$ cat src/rtl/pfa_pkg.sv
package pfa_pkg;
    localparam int NUM_SRC = 2;
    localparam int SRC_PER = 0;
    localparam int SRC_ALM = 1;

    typedef enum logic {
        IRQ_IDLE,
        IRQ_ACTIVE
    } irq_state_e;
endpackage

$ cat src/rtl/pfa_flag_bank.sv
module pfa_flag_bank #(
    parameter int NUM_RATE = 6
) (
    input  logic                clk,
    input  logic                rst_n,
    input  logic [NUM_RATE-1:0] rate_stb,
    input  logic                flag_rd,
    input  logic [NUM_RATE-1:0] per_en,
    output logic [NUM_RATE-1:0] flags_q,
    output logic                per_set
);
    logic [NUM_RATE-1:0] merged;

    assign merged  = flags_q | rate_stb;
    assign per_set = rate_stb[0] & (|(merged & per_en));

    always_ff @(posedge clk) begin
        if (!rst_n)
            flags_q <= '0;
        else if (flag_rd)
            flags_q <= rate_stb;
        else
            flags_q <= merged;
    end
endmodule

$ cat src/rtl/pfa_alarm_match.sv
module pfa_alarm_match #(
    parameter int NUM_FLD = 6,
    parameter int FLD_W   = 8,
    localparam int BUS_W  = NUM_FLD * FLD_W
) (
    input  logic               tick,
    input  logic [NUM_FLD-1:0] cmp_en,
    input  logic [BUS_W-1:0]   cur_time,
    input  logic [BUS_W-1:0]   cmp_time,
    output logic               alm_set
);
    logic [NUM_FLD-1:0] lane_eq;

    for (genvar k = 0; k < NUM_FLD; k++) begin : g_lane
        assign lane_eq[k] = (cur_time[k*FLD_W +: FLD_W] == cmp_time[k*FLD_W +: FLD_W]);
    end

    assign alm_set = tick & (|cmp_en) & (|lane_eq);
endmodule

$ cat src/rtl/pfa_irq_ctrl.sv
module pfa_irq_ctrl
    import pfa_pkg::*;
(
    input  logic               clk,
    input  logic               rst_n,
    input  logic [NUM_SRC-1:0] src_set,
    input  logic               stat_clr,
    input  logic [NUM_SRC-1:0] stat_clr_mask,
    output logic [NUM_SRC-1:0] stat_q,
    output logic               sum_o,
    output logic               int_n
);
    irq_state_e          state_q, state_d;
    logic [NUM_SRC-1:0]  stat_d;

    always_comb begin
        stat_d = stat_clr ? (stat_q & ~stat_clr_mask) : stat_q;
        stat_d = stat_d | src_set;
    end

    always_comb begin
        state_d = state_q;
        unique case (state_q)
            IRQ_IDLE:   if (|stat_d)  state_d = IRQ_ACTIVE;
            IRQ_ACTIVE: if (!(|stat_d)) state_d = IRQ_IDLE;
            default:    state_d = IRQ_IDLE;
        endcase
    end

    always_ff @(posedge clk) begin
        if (!rst_n) begin
            state_q <= IRQ_IDLE;
            stat_q  <= '0;
        end else begin
            state_q <= state_d;
            stat_q  <= stat_d;
        end
    end

    always_comb begin
        sum_o = 1'b0;
        int_n = 1'b1;
        unique case (state_q)
            IRQ_IDLE:   begin sum_o = 1'b0; int_n = 1'b1; end
            IRQ_ACTIVE: begin sum_o = 1'b1; int_n = 1'b0; end
            default:    begin sum_o = 1'b0; int_n = 1'b1; end
        endcase
    end
endmodule

$ cat src/rtl/pfa_irq_unit.sv
module pfa_irq_unit
    import pfa_pkg::*;
#(
    parameter int NUM_RATE = 6,
    parameter int NUM_FLD  = 6,
    parameter int FLD_W    = 8,
    localparam int BUS_W   = NUM_FLD * FLD_W
) (
    input  logic                clk,
    input  logic                rst_n,
    input  logic [NUM_RATE-1:0] rate_stb,
    input  logic                flag_rd,
    input  logic [NUM_RATE-1:0] per_en,
    input  logic [NUM_FLD-1:0]  cmp_en,
    input  logic [BUS_W-1:0]    cur_time,
    input  logic [BUS_W-1:0]    cmp_time,
    input  logic                stat_clr,
    input  logic [NUM_SRC-1:0]  stat_clr_mask,
    output logic [NUM_RATE-1:0] flags_o,
    output logic [NUM_SRC-1:0]  stat_o,
    output logic                sum_o,
    output logic                int_n
);
    logic               per_set;
    logic               alm_set;
    logic [NUM_SRC-1:0] src_set;

    pfa_flag_bank #(.NUM_RATE(NUM_RATE)) u_flags (
        .clk     (clk),
        .rst_n   (rst_n),
        .rate_stb(rate_stb),
        .flag_rd (flag_rd),
        .per_en  (per_en),
        .flags_q (flags_o),
        .per_set (per_set)
    );

    pfa_alarm_match #(.NUM_FLD(NUM_FLD), .FLD_W(FLD_W)) u_alarm (
        .tick    (rate_stb[0]),
        .cmp_en  (cmp_en),
        .cur_time(cur_time),
        .cmp_time(cmp_time),
        .alm_set (alm_set)
    );

    always_comb begin
        src_set          = '0;
        src_set[SRC_PER] = per_set;
        src_set[SRC_ALM] = alm_set;
    end

    pfa_irq_ctrl u_irq (
        .clk          (clk),
        .rst_n        (rst_n),
        .src_set      (src_set),
        .stat_clr     (stat_clr),
        .stat_clr_mask(stat_clr_mask),
        .stat_q       (stat_o),
        .sum_o        (sum_o),
        .int_n        (int_n)
    );
endmodule

$ cat config.mk
export PLATFORM = sky130hd
export DESIGN_NAME = pfa_irq_unit
export DESIGN_NICKNAME = d
export VERILOG_FILES = /design/src/rtl/pfa_pkg.sv /design/src/rtl/pfa_flag_bank.sv /design/src/rtl/pfa_alarm_match.sv /design/src/rtl/pfa_irq_ctrl.sv /design/src/rtl/pfa_irq_unit.sv
export SDC_FILE = /design/constraint.sdc
export NUM_CORES = 1
export LEC_CHECK = 0
export CORE_MARGIN = 2
export CORE_UTILIZATION = 26
export CTS_CLUSTER_SIZE = 10
export DETAILED_ROUTE_END_ITERATION = 10
export PLACE_DENSITY_LB_ADDON = 0.3
export SYNTH_ARGS = -nofsm -noshare
export SYNTH_HDL_FRONTEND = slang
export SYNTH_HIERARCHICAL = 1
export SYNTH_SLANG_ARGS = --single-unit
$ cat constraint.sdc
create_clock -name clk -period 2.74 [get_ports clk]
set_input_delay 0.548 -clock clk [delete_from_list [all_inputs] [get_ports clk]]
set_output_delay 0.548 -clock clk [all_outputs]
set_load 0.02 [all_outputs]
# Yosys cells after proc, flatten, opt, wreduce, memory -nomap -nowiden
# Index checks and enable logic that the tools add are counted.
[classes] bitwise_logic=9 n_eq_ne=6 reduce_logical=4 n_mux=5
[op_table] op="$eq A8 B8 Y1" count=6
[op_table] op="$reduce_or A6 Y1" count=3
[op_table] op="$and A6 B6 Y6" count=1
[op_table] op="$mux W6" count=1
[op_table] op="$or A6 B6 Y6" count=1
[op_table] op="$pmux W1 S2" count=2
[op_table] op="$and A1 B1 Y1" count=3
[op_table] op="$and A2 B2 Y2" count=1
[op_table] op="$mux W2" count=1
[op_table] op="$not A2 Y2" count=1
[op_table] op="$or A2 B2 Y2" count=1
[op_table] op="$reduce_or A2 Y1" count=1
[op_table] op="$mux W1" count=1
[op_table] op="$not A1 Y1" count=1
[word_totals] elab_cells=27 input_bits=120 output_inout_bits=10 regBits=9

# Longest topological paths before layout
# Gate-level depths: netlist of the first run.
[depth] depth_word=7 mapped_depth=7 depth_no_buf=7

# Modules after synthesis
# Netlist of the first run, hierarchy kept.
[modules_own_cells] mod="pfa_alarm_match" area_each_um2=551.8 instances=1 seq_area_each_um2=0.0 cells_each=69
[modules_own_cells] mod="pfa_flag_bank" area_each_um2=252.7 instances=1 seq_area_each_um2=120.1 cells_each=25
[modules_own_cells] mod="pfa_irq_ctrl" area_each_um2=105.1 instances=1 seq_area_each_um2=60.1 cells_each=11

# Worst setup path before layout of the first run
# Ideal clock, no wire load.
[synth_timing] path_type="input port to flip-flop" from="input port cmp_en[1]" to="register u_irq.state_q" cell_stages=5 setup_ps=127 slack_ps=1025 arrival_time_ps=1588 n_path_buf=0 required_time_ps=2613 cell_sequence="or4_4 o31ai_2 a31oi_1 and3b_1 o22ai_1"
[synth_via] elab_chain_len=6
[synth_lines] item="start, declared" line_no="pfa_irq_unit.sv:14" source="input logic [NUM_FLD-1:0] cmp_en,"
[synth_lines] item="$reduce_or A6 Y1" line_no="pfa_alarm_match.sv:18" source="assign alm_set = tick & (|cmp_en) & (|lane_eq);"
[synth_lines] item="$and A1 B1 Y1 (2 in series)" line_no="pfa_alarm_match.sv:18"
[synth_lines] item="via alm_set" line_no="pfa_irq_unit.sv:25" source="logic alm_set;"
[synth_lines] item="$or A2 B2 Y2" line_no="pfa_irq_ctrl.sv:18" source="stat_d = stat_d | src_set;"
[synth_lines] item="$reduce_or A2 Y1" line_no="pfa_irq_ctrl.sv:24, pfa_irq_ctrl.sv:25"
[synth_lines] item="$mux W1" line_no="pfa_irq_ctrl.sv:24, pfa_irq_ctrl.sv:25"
[synth_lines] item="end signal, assigned" line_no="pfa_irq_ctrl.sv:35" source="state_q <= state_d;"
[synth_lines] item="end, declared" line_no="pfa_irq_ctrl.sv:13" source="irq_state_e state_q, state_d;"
# The timed path passes the listed nets, and every way through them passes these cells.
# A chain may end at the register's enable or synchronous reset.

# Worst setup path in the final report of the first run
[layout_timing] from="input port cmp_time[39]" to="register u_irq.state_q"
[layout_via] elab_chain_len=6
[layout_lines] item="start, declared" line_no="pfa_irq_unit.sv:16" source="input logic [BUS_W-1:0] cmp_time,"
[layout_lines] item="$eq A8 B8 Y1" line_no="pfa_alarm_match.sv:15" source="assign lane_eq[k] = (cur_time[k*FLD_W +: FLD_W] == cmp_time[k*FLD_W +: FLD_W]);"
[layout_lines] item="$reduce_or A6 Y1" line_no="pfa_alarm_match.sv:18"
[layout_lines] item="$and A1 B1 Y1" line_no="pfa_alarm_match.sv:18"
[layout_lines] item="via alm_set" line_no="pfa_irq_unit.sv:25"
[layout_lines] item="$or A2 B2 Y2" line_no="pfa_irq_ctrl.sv:18"
[layout_lines] item="$reduce_or A2 Y1" line_no="pfa_irq_ctrl.sv:24, pfa_irq_ctrl.sv:25"
[layout_lines] item="$mux W1" line_no="pfa_irq_ctrl.sv:24, pfa_irq_ctrl.sv:25"
# The timed path passes the listed nets, and every way through them passes these cells.

==> metrics.csv, run 1 <==
metric,value,unit
finalSetupTns,0,ps
outcome,finished clean,
synth_top_cell_area_share,0.2311,
regToRegSetupSlack,1460,ps
min_path_cells,2,
syn2layout_area_growth,151.2,%
rsz0062_at_grt,no,
holdBufCountCts,0,
synth_top_area_cell,xnor2_1,
worst_ep_arrival_time,2160,ps
clock_skew,3.088,ps
post_drt_wl_per_cell,12.26,microns
yosysWarningCount,6,
root_buffer,clkbuf_4,
p_leak,0.8245,nW
post-route-period-util,0.7204,
core_area,3337,sq um
post_drt_via_cell_ratio,4.384,
gp_congestion,0.8013,
worstHoldStart,u_irq/stat_q[1]$_SDFF_PN0_,
setup_viol,0,
clkSlewWorstSetupHoldPaths,60,ps
grt_pass1_wl,5471,microns
dieArea,3988,sq um
cts_setup_buffers,0,
synth-seq-area-share,0.1981,
netlist_area,909.6,sq um
cts-resized-gates,0,
cpMaxStageDelayCell,clkdlybuf4s50_1,
synthTopCellsByCount,"24 x xnor2_1, 24 x xor2_1, 9 x dfxtp_1",
relSlewSlack,0.7878,
clock-sinks,9,
drtIter0Drc,23,
power_density,239.3,nW/um^2
syn_avg_cell_area,8.663,sq um
die_x,63.15,microns
rr_endpoint,u_irq/state_q$_SDFF_PN0_,
layout_setup_ws,766.2,ps
syn_inst,105,
pre_cts_slack,499.8,ps
grt-ovfl-total,0,
syn-num-nets,225,
vias,1245,
hp-class,reg2reg,
ant_nets,0,
io_buffers,129,
min_to,u_irq/stat_q[1]$_SDFF_PN0_,
grt_pass1_vias,1337,
synth_edf_count,0,
start_util,0.2726,
clock_path_buffers,2,
multi_input_area,725.7,sq um
firstDrtPassIters,2,
n_fill_cell,288,
endpoint_kind,register,
ir_drop,0.08544,mV
grt_max_degree,9,
dpl.hpwl,3280,microns
nNetsFinal,359,
cts_tree,built,
async_flop_share,0,
slowest_delay,410,ps
cts_buffers,3,
max_freq,506.6,MHz
reg2reg_from,u_flags/flags_q[4]$_SDFF_PN0_,
cp_cell_sequence,clkdlybuf4s50_1 -> xor2_1 -> nor4_1 -> a21oi_1 -> a31oi_1 -> and3b_1 -> o22ai_1,
ys_seq_elements,9,
path_max_fanout,2,
drt_wl_total,3483,microns
ff2ff_path_depth,5,
cp-start-kind,input pin,
antenna_found_initial,0,
io_pins,130,
regArea,180.2,sq um
ys.flop_type,dfxtp_1,
worst_pin_slew,315.3,ps
cts_max_level,1,
layout-drive-gt1-share,0.02941,
netlist_top_cells_area,"xnor2_1 23%, xor2_1 23%, dfxtp_1 20%, o21a_1 5.8%, nand4_1 4.8%",
rows,21,
num_antenna_cells,0,
crit_type,in2reg,
slew_viol_final,0,
max_cap_violations,0,
fin_crit,1974,ps
clkLatencyLatePin,250,ps
drcViolationCount,0,
cp.required,2920,ps
synth.distinct_cells,19,
grtUsageTotal,0.1716,
die_y,63.15,microns
finalHoldViolations,0,
-- registers in the layout, indices dropped and copies added, names as in the netlist --
register,cells
u_irq/stat_q,2
u_irq/state_q,1
u_flags/flags_q,6
-- cell usage in the layout, fill, tap and decap left out, drive strengths merged --
cell           count
clkdlybuf4s50    129
clkbuf             4
nor4               6
dfxtp              9
a31oi              1
o21ai              6
o31ai              1
and3b              2
nor2               5
o31a               1
xor2              24
o21a               7
or4                1
xnor2             24
o22ai              1
inv                1
nand4              7
nor2b              6
a21oi              3
-- critical path: cells and delay by family --
kind	cells	cell delay, ps
xor gates and xnor gates	1	160
AOI/OAI and AO/OA	3	490
and+or+nand+nor	2	550
buffers and inverters	1	410
-- through the flow --
| stage | cell area, sq um | std cells | hold WS (ps) | power (mW) | util |
|---|---|---|---|---|---|
| 2_1_floorplan | 909.6 | 105 | 662.7 | 0.2363 | - |
| 5_1_grt | 2285 | 284 | 621.2 | 0.5790 | 0.6847 |
| 3_3_place_gp | 2258 | 280 | 536.0 | 0.4475 | 0.6768 |
| 6_report | 2285 | 284 | 577.1 | 0.5467 | 0.6847 |
| 3_5_place_dp | 2258 | 280 | 549.1 | 0.4524 | 0.6768 |
| 4_1_cts | 2285 | 284 | 569.0 | 0.5547 | 0.6847 |
-- how the worst max path moves through the flow --
stage	start	end	slack (ps)	cells past startpoint
after global routing	cmp_time[39]	u_irq/state_q$_SDFF_PN0_	640	7
after detailed placement	cmp_time[46]	u_irq/state_q$_SDFF_PN0_	500	7
after CTS	cmp_time[46]	u_irq/state_q$_SDFF_PN0_	770	7
after global placement	cmp_time[46]	u_irq/state_q$_SDFF_PN0_	530	7
final	cmp_time[39]	u_irq/state_q$_SDFF_PN0_	770	7
after floorplan	cmp_en[1]	u_irq/state_q$_SDFF_PN0_	1030	5
-- cell type report --
type,instances,share of cell area
Clock buffer,4,0.01150
Multi-Input combinational cell,95,0.3176
Inverter,1,0.001643
Tap cell,46,0.02519
Timing Repair Buffer,129,0.5652
Sequential cell,9,0.07886
-- metal layers --
layer | GRT usage | wire length (microns)
met1 | 0.1545 | 1202
met2 | 0.3471 | 1844
met3 | 0.05714 | 384
met4 | 0.06111 | 52
met5 | 0 | 0
-- logic make-up after synthesis --
family	synth area share
simple gates	0.1830
flops	0.1981
compound gates	0.1527
buf+inv	0.004123
xor+xnor	0.4622
-- where the power goes --
part | internal (mW) | total [mW] | switching (mW)
combinational | 0.217 | 0.303 | 0.0860
clock | 0.0559 | 0.0992 | 0.0433
sequential | 0.140 | 0.145 | 0.00534
Note: power is estimated with default switching activity, not from simulation.
==> inputs of run 2 (changes only) <==
- CORE_UTILIZATION: 26 -> 22
- clock period: 2.74 -> 1.7 ns (I/O delays scaled with it)
==> run 2 against run 1 <==
Net effect: cell area grew 8.7%; critical path depth is the same; via count grew 1.5%; worst hold slack lost 18 ps; register-to-register slack lost 1100 ps; routed wire length grew 12%; clock power grew 150%; count of clock-buffer cells in the layout is the same; global-route usage shrank 1.0 points; final cell count grew 3.5%; utilization shrank 6.4 points.
==> metrics.csv, run 2 (same netlist as run 1, synthesis figures left out) <==
metric,value,unit,change
cts_tree,built,,unchanged
max_freq,596.7,MHz,
worst_pin_slew,360.8,ps,was 315.3 ps
p_int,0.7017,mW,was 0.4121 mW
fin_crit,1676,ps,
root_buffer,clkbuf_8,,was clkbuf_4
regToRegSetupSlack,390,ps,was 1460 ps
swShare,0.2573,,was 0.2462
ff2ff_path_depth,5,,unchanged
final_cell_mix,"54 x dlymetal6s2s_1, 44 x clkdlybuf4s50_1, 31 x dlygate4sd2_1, 24 x xor2_1, 23 x xnor2_1",,"was 129 x clkdlybuf4s50_1, 24 x xor2_1, 24 x xnor2_1, 9 x dfxtp_1"
pre_cts_slack,-348.3,ps,was 499.8 ps
pwr-share-clk,0.262,,was 0.181
cpMaxStageDelayCell,or4_4,,was clkdlybuf4s50_1
finalHoldViolations,0,,unchanged
cts_buffers,3,,unchanged
max_cap_violations,0,,unchanged
top_register,u_flags/flags_q,,unchanged
die_y,68.30,microns,was 63.15 microns
min_path_cells,2,,unchanged
drtIter0Drc,20,,was 23
slowest_delay,410,ps,about the same
io_pins,130,,unchanged
worstHoldStart,u_irq/stat_q[1]$_SDFF_PN0_,,unchanged
clock_skew,4.239,ps,was 3.088 ps
vias,1264,,was 1245
path_max_fanout,2,,unchanged
rows,23,,was 21
endpoint_kind,register,,unchanged
worst_ep_arrival_time,1780,ps,was 2160 ps
p_leak,1.401,nW,was 0.8245 nW
die_x,68.30,microns,was 63.15 microns
post_drt_via_cell_ratio,4.299,,was 4.384
min_to,u_irq/stat_q[1]$_SDFF_PN0_,,unchanged
rr_endpoint,u_irq/state_q$_SDFF_PN0_,,unchanged
post_drt_wl_per_cell,13.29,microns,was 12.26 microns
power_density,380.6,nW/um^2,was 239.3 nW/um^2
setup_viol,0,,unchanged
grt_pass1_vias,1330,,was 1337
cp_top_family,buffers and inverters,,was simple AND/OR/NAND/NOR gates
outcome,finished clean,,unchanged
cp.depth,7,,unchanged
p_sw,0.2431,mW,was 0.1346 mW
ant_nets,0,,unchanged
dpl.hpwl,3383,microns,was 3280 microns
final_common_cell,dlymetal6s2s_1,,was clkdlybuf4s50_1
grtUsageTotal,0.1615,,was 0.1716
ir_drop,0.1784,mV,was 0.08544 mV
combPwrFrac,0.490,,was 0.553
grt_pass1_wl,5526,microns,was 5471 microns
clkLatencyLatePin,230,ps,was 250 ps
cp_cell_sequence,clkdlybuf4s50_1 -> or4_4 -> o31ai_2 -> a31oi_1 -> buf_4 -> o21ai_4 -> o22ai_1,,was clkdlybuf4s50_1 -> xor2_1 -> nor4_1 -> a21oi_1 -> a31oi_1 -> and3b_1 -> o22ai_1
n_fill_cell,352,,was 288
grt-ovfl-total,0,,unchanged
clock-sinks,9,,unchanged
firstDrtPassIters,4,,was 2
drt_wl_total,3906,microns,was 3483 microns
placed_cell_area,2293,sq um,was 2258 sq um
slew_viol_final,0,,unchanged
cp-start-kind,input pin,,unchanged
core_area,4000,sq um,was 3337 sq um
hp-class,reg2reg,,unchanged
clkSlewWorstSetupHoldPaths,40,ps,was 60 ps
reg_top3,"u_flags/flags_q x6, u_irq/stat_q x2, u_irq/state_q x1",,unchanged
layout-drive-gt1-share,0.07407,,was 0.02941
layout_setup_ws,24.17,ps,was 766.2 ps
reg2reg_from,u_flags/flags_q[4]$_SDFF_PN0_,,unchanged
p_seq_frac,0.248,,was 0.265
grt_max_degree,7,,was 9
antenna_found_initial,1,,was 0
final_area,2482,sq um,was 2285 sq um
dieArea,4665,sq um,was 3988 sq um
syn2layout_area_growth,172.9,%,was 151.2%
clock_path_buffers,2,,unchanged
gp_congestion,0.7649,,was 0.8013
start_util,0.2274,,was 0.2726
utilization,0.6206,,was 0.6847
cts_max_level,1,,unchanged
critPathBufInv,2,,was 1
nNetsFinal,364,,was 359
cp.required,1800,ps,was 2920 ps
post-route-period-util,0.9858,,
relSlewSlack,0.7572,,was 0.7878
crit_type,in2reg,,unchanged
drcViolationCount,0,,unchanged
largest_register_ffs,6,,unchanged
io_buffers,129,,unchanged
[run 2: cell count changes in the layout (fill, tap and decap cells not counted), moves of 2 or more]
| cell | change |
|---|---|
| buf_4 | +5 |
| clkbuf_4 | -3 |
| clkbuf_8 | +3 |
| clkdlybuf4s50_1 | -85 |
| dlygate4sd2_1 | +31 |
| dlymetal6s2s_1 | +54 |
| nor4_1 | -2 |
| nor4_2 | +2 |
[run 2: cell type report]
class / instances / area, sq um / share of cell area
Timing Repair Buffer: 134 / 1425 / 0.5741
Multi-Input combinational cell: 95 / 763.2 / 0.3075
Sequential cell: 9 / 180.2 / 0.07258
Tap cell: 50 / 62.56 / 0.02520
Clock buffer: 4 / 45.04 / 0.01815
Inverter: 1 / 3.754 / 0.001512
Antenna cell: 1 / 2.502 / 0.001008
[run 2: per-layer routing]
layer  wire length (microns)  global-route usage  up-vias  part of all wire
li1                        -                   -      646                 -
met1                    1313              0.1614      534              0.34
met5                       0                   0        -                 0
met3                     444             0.06579        8              0.11
met2                    2074              0.2913       76              0.53
met4                      74             0.07250        0             0.019
[run 2: worst min-delay path, delay by kind of cell, from the launching register on]
family | cells | cell delay, ps
compound gates | 1 | 80
simple gates | 1 | 70
flops | 1 | 380
[run 2: worst max path at each step]
stage	startpoint	to	slack (ps)
6_report	cmp_en[1]	u_irq/state_q$_SDFF_PN0_	20
5_1_grt	cmp_time[20]	u_irq/state_q$_SDFF_PN0_	-30
4_1_cts	cmp_time[36]	u_irq/state_q$_SDFF_PN0_	5
3_5_place_dp	cmp_time[46]	u_irq/state_q$_SDFF_PN0_	-350
3_3_place_gp	cmp_time[46]	u_irq/state_q$_SDFF_PN0_	-280
2_1_floorplan	cmp_en[1]	u_irq/state_q$_SDFF_PN0_	190
[run 2: what timing repair did]
action / CTS / global route
endpoints found under the setup margin: 2 / 2
hold buffers: 0 / 0
gates resized for setup: 33 / 60
setup buffers: 0 / 1
pin swaps: 21 / 36
[run 2: power by group through the flow]
| stage | Clock [mW] | Sequential, mW | Combinational, mW |
|---|---|---|---|
| 2_1_floorplan | 0 | 0.255 | 0.126 |
| 3_3_place_gp | 0 | 0.238 | 0.492 |
| 3_5_place_dp | 0 | 0.238 | 0.498 |
| 4_1_cts | 0.254 | 0.234 | 0.477 |
| 5_1_grt | 0.264 | 0.236 | 0.499 |
| 6_report | 0.247 | 0.234 | 0.463 |
[run 2: per-stage QoR]
| stage | hold WS (ps) | instances | power (mW) | TNS (ps) |
|---|---|---|---|---|
| 2_1_floorplan | 457.5 | 105 | 0.3809 | 0 |
| 4_1_cts | 526.2 | 292 | 0.9645 | 0 |
| 3_5_place_dp | 543.5 | 288 | 0.7357 | -607.9 |
| 5_1_grt | 595.1 | 294 | 0.9991 | -34.01 |
| 3_3_place_gp | 542.2 | 288 | 0.7303 | -508.4 |
| 6_report | 559.5 | 294 | 0.9447 | 0 |
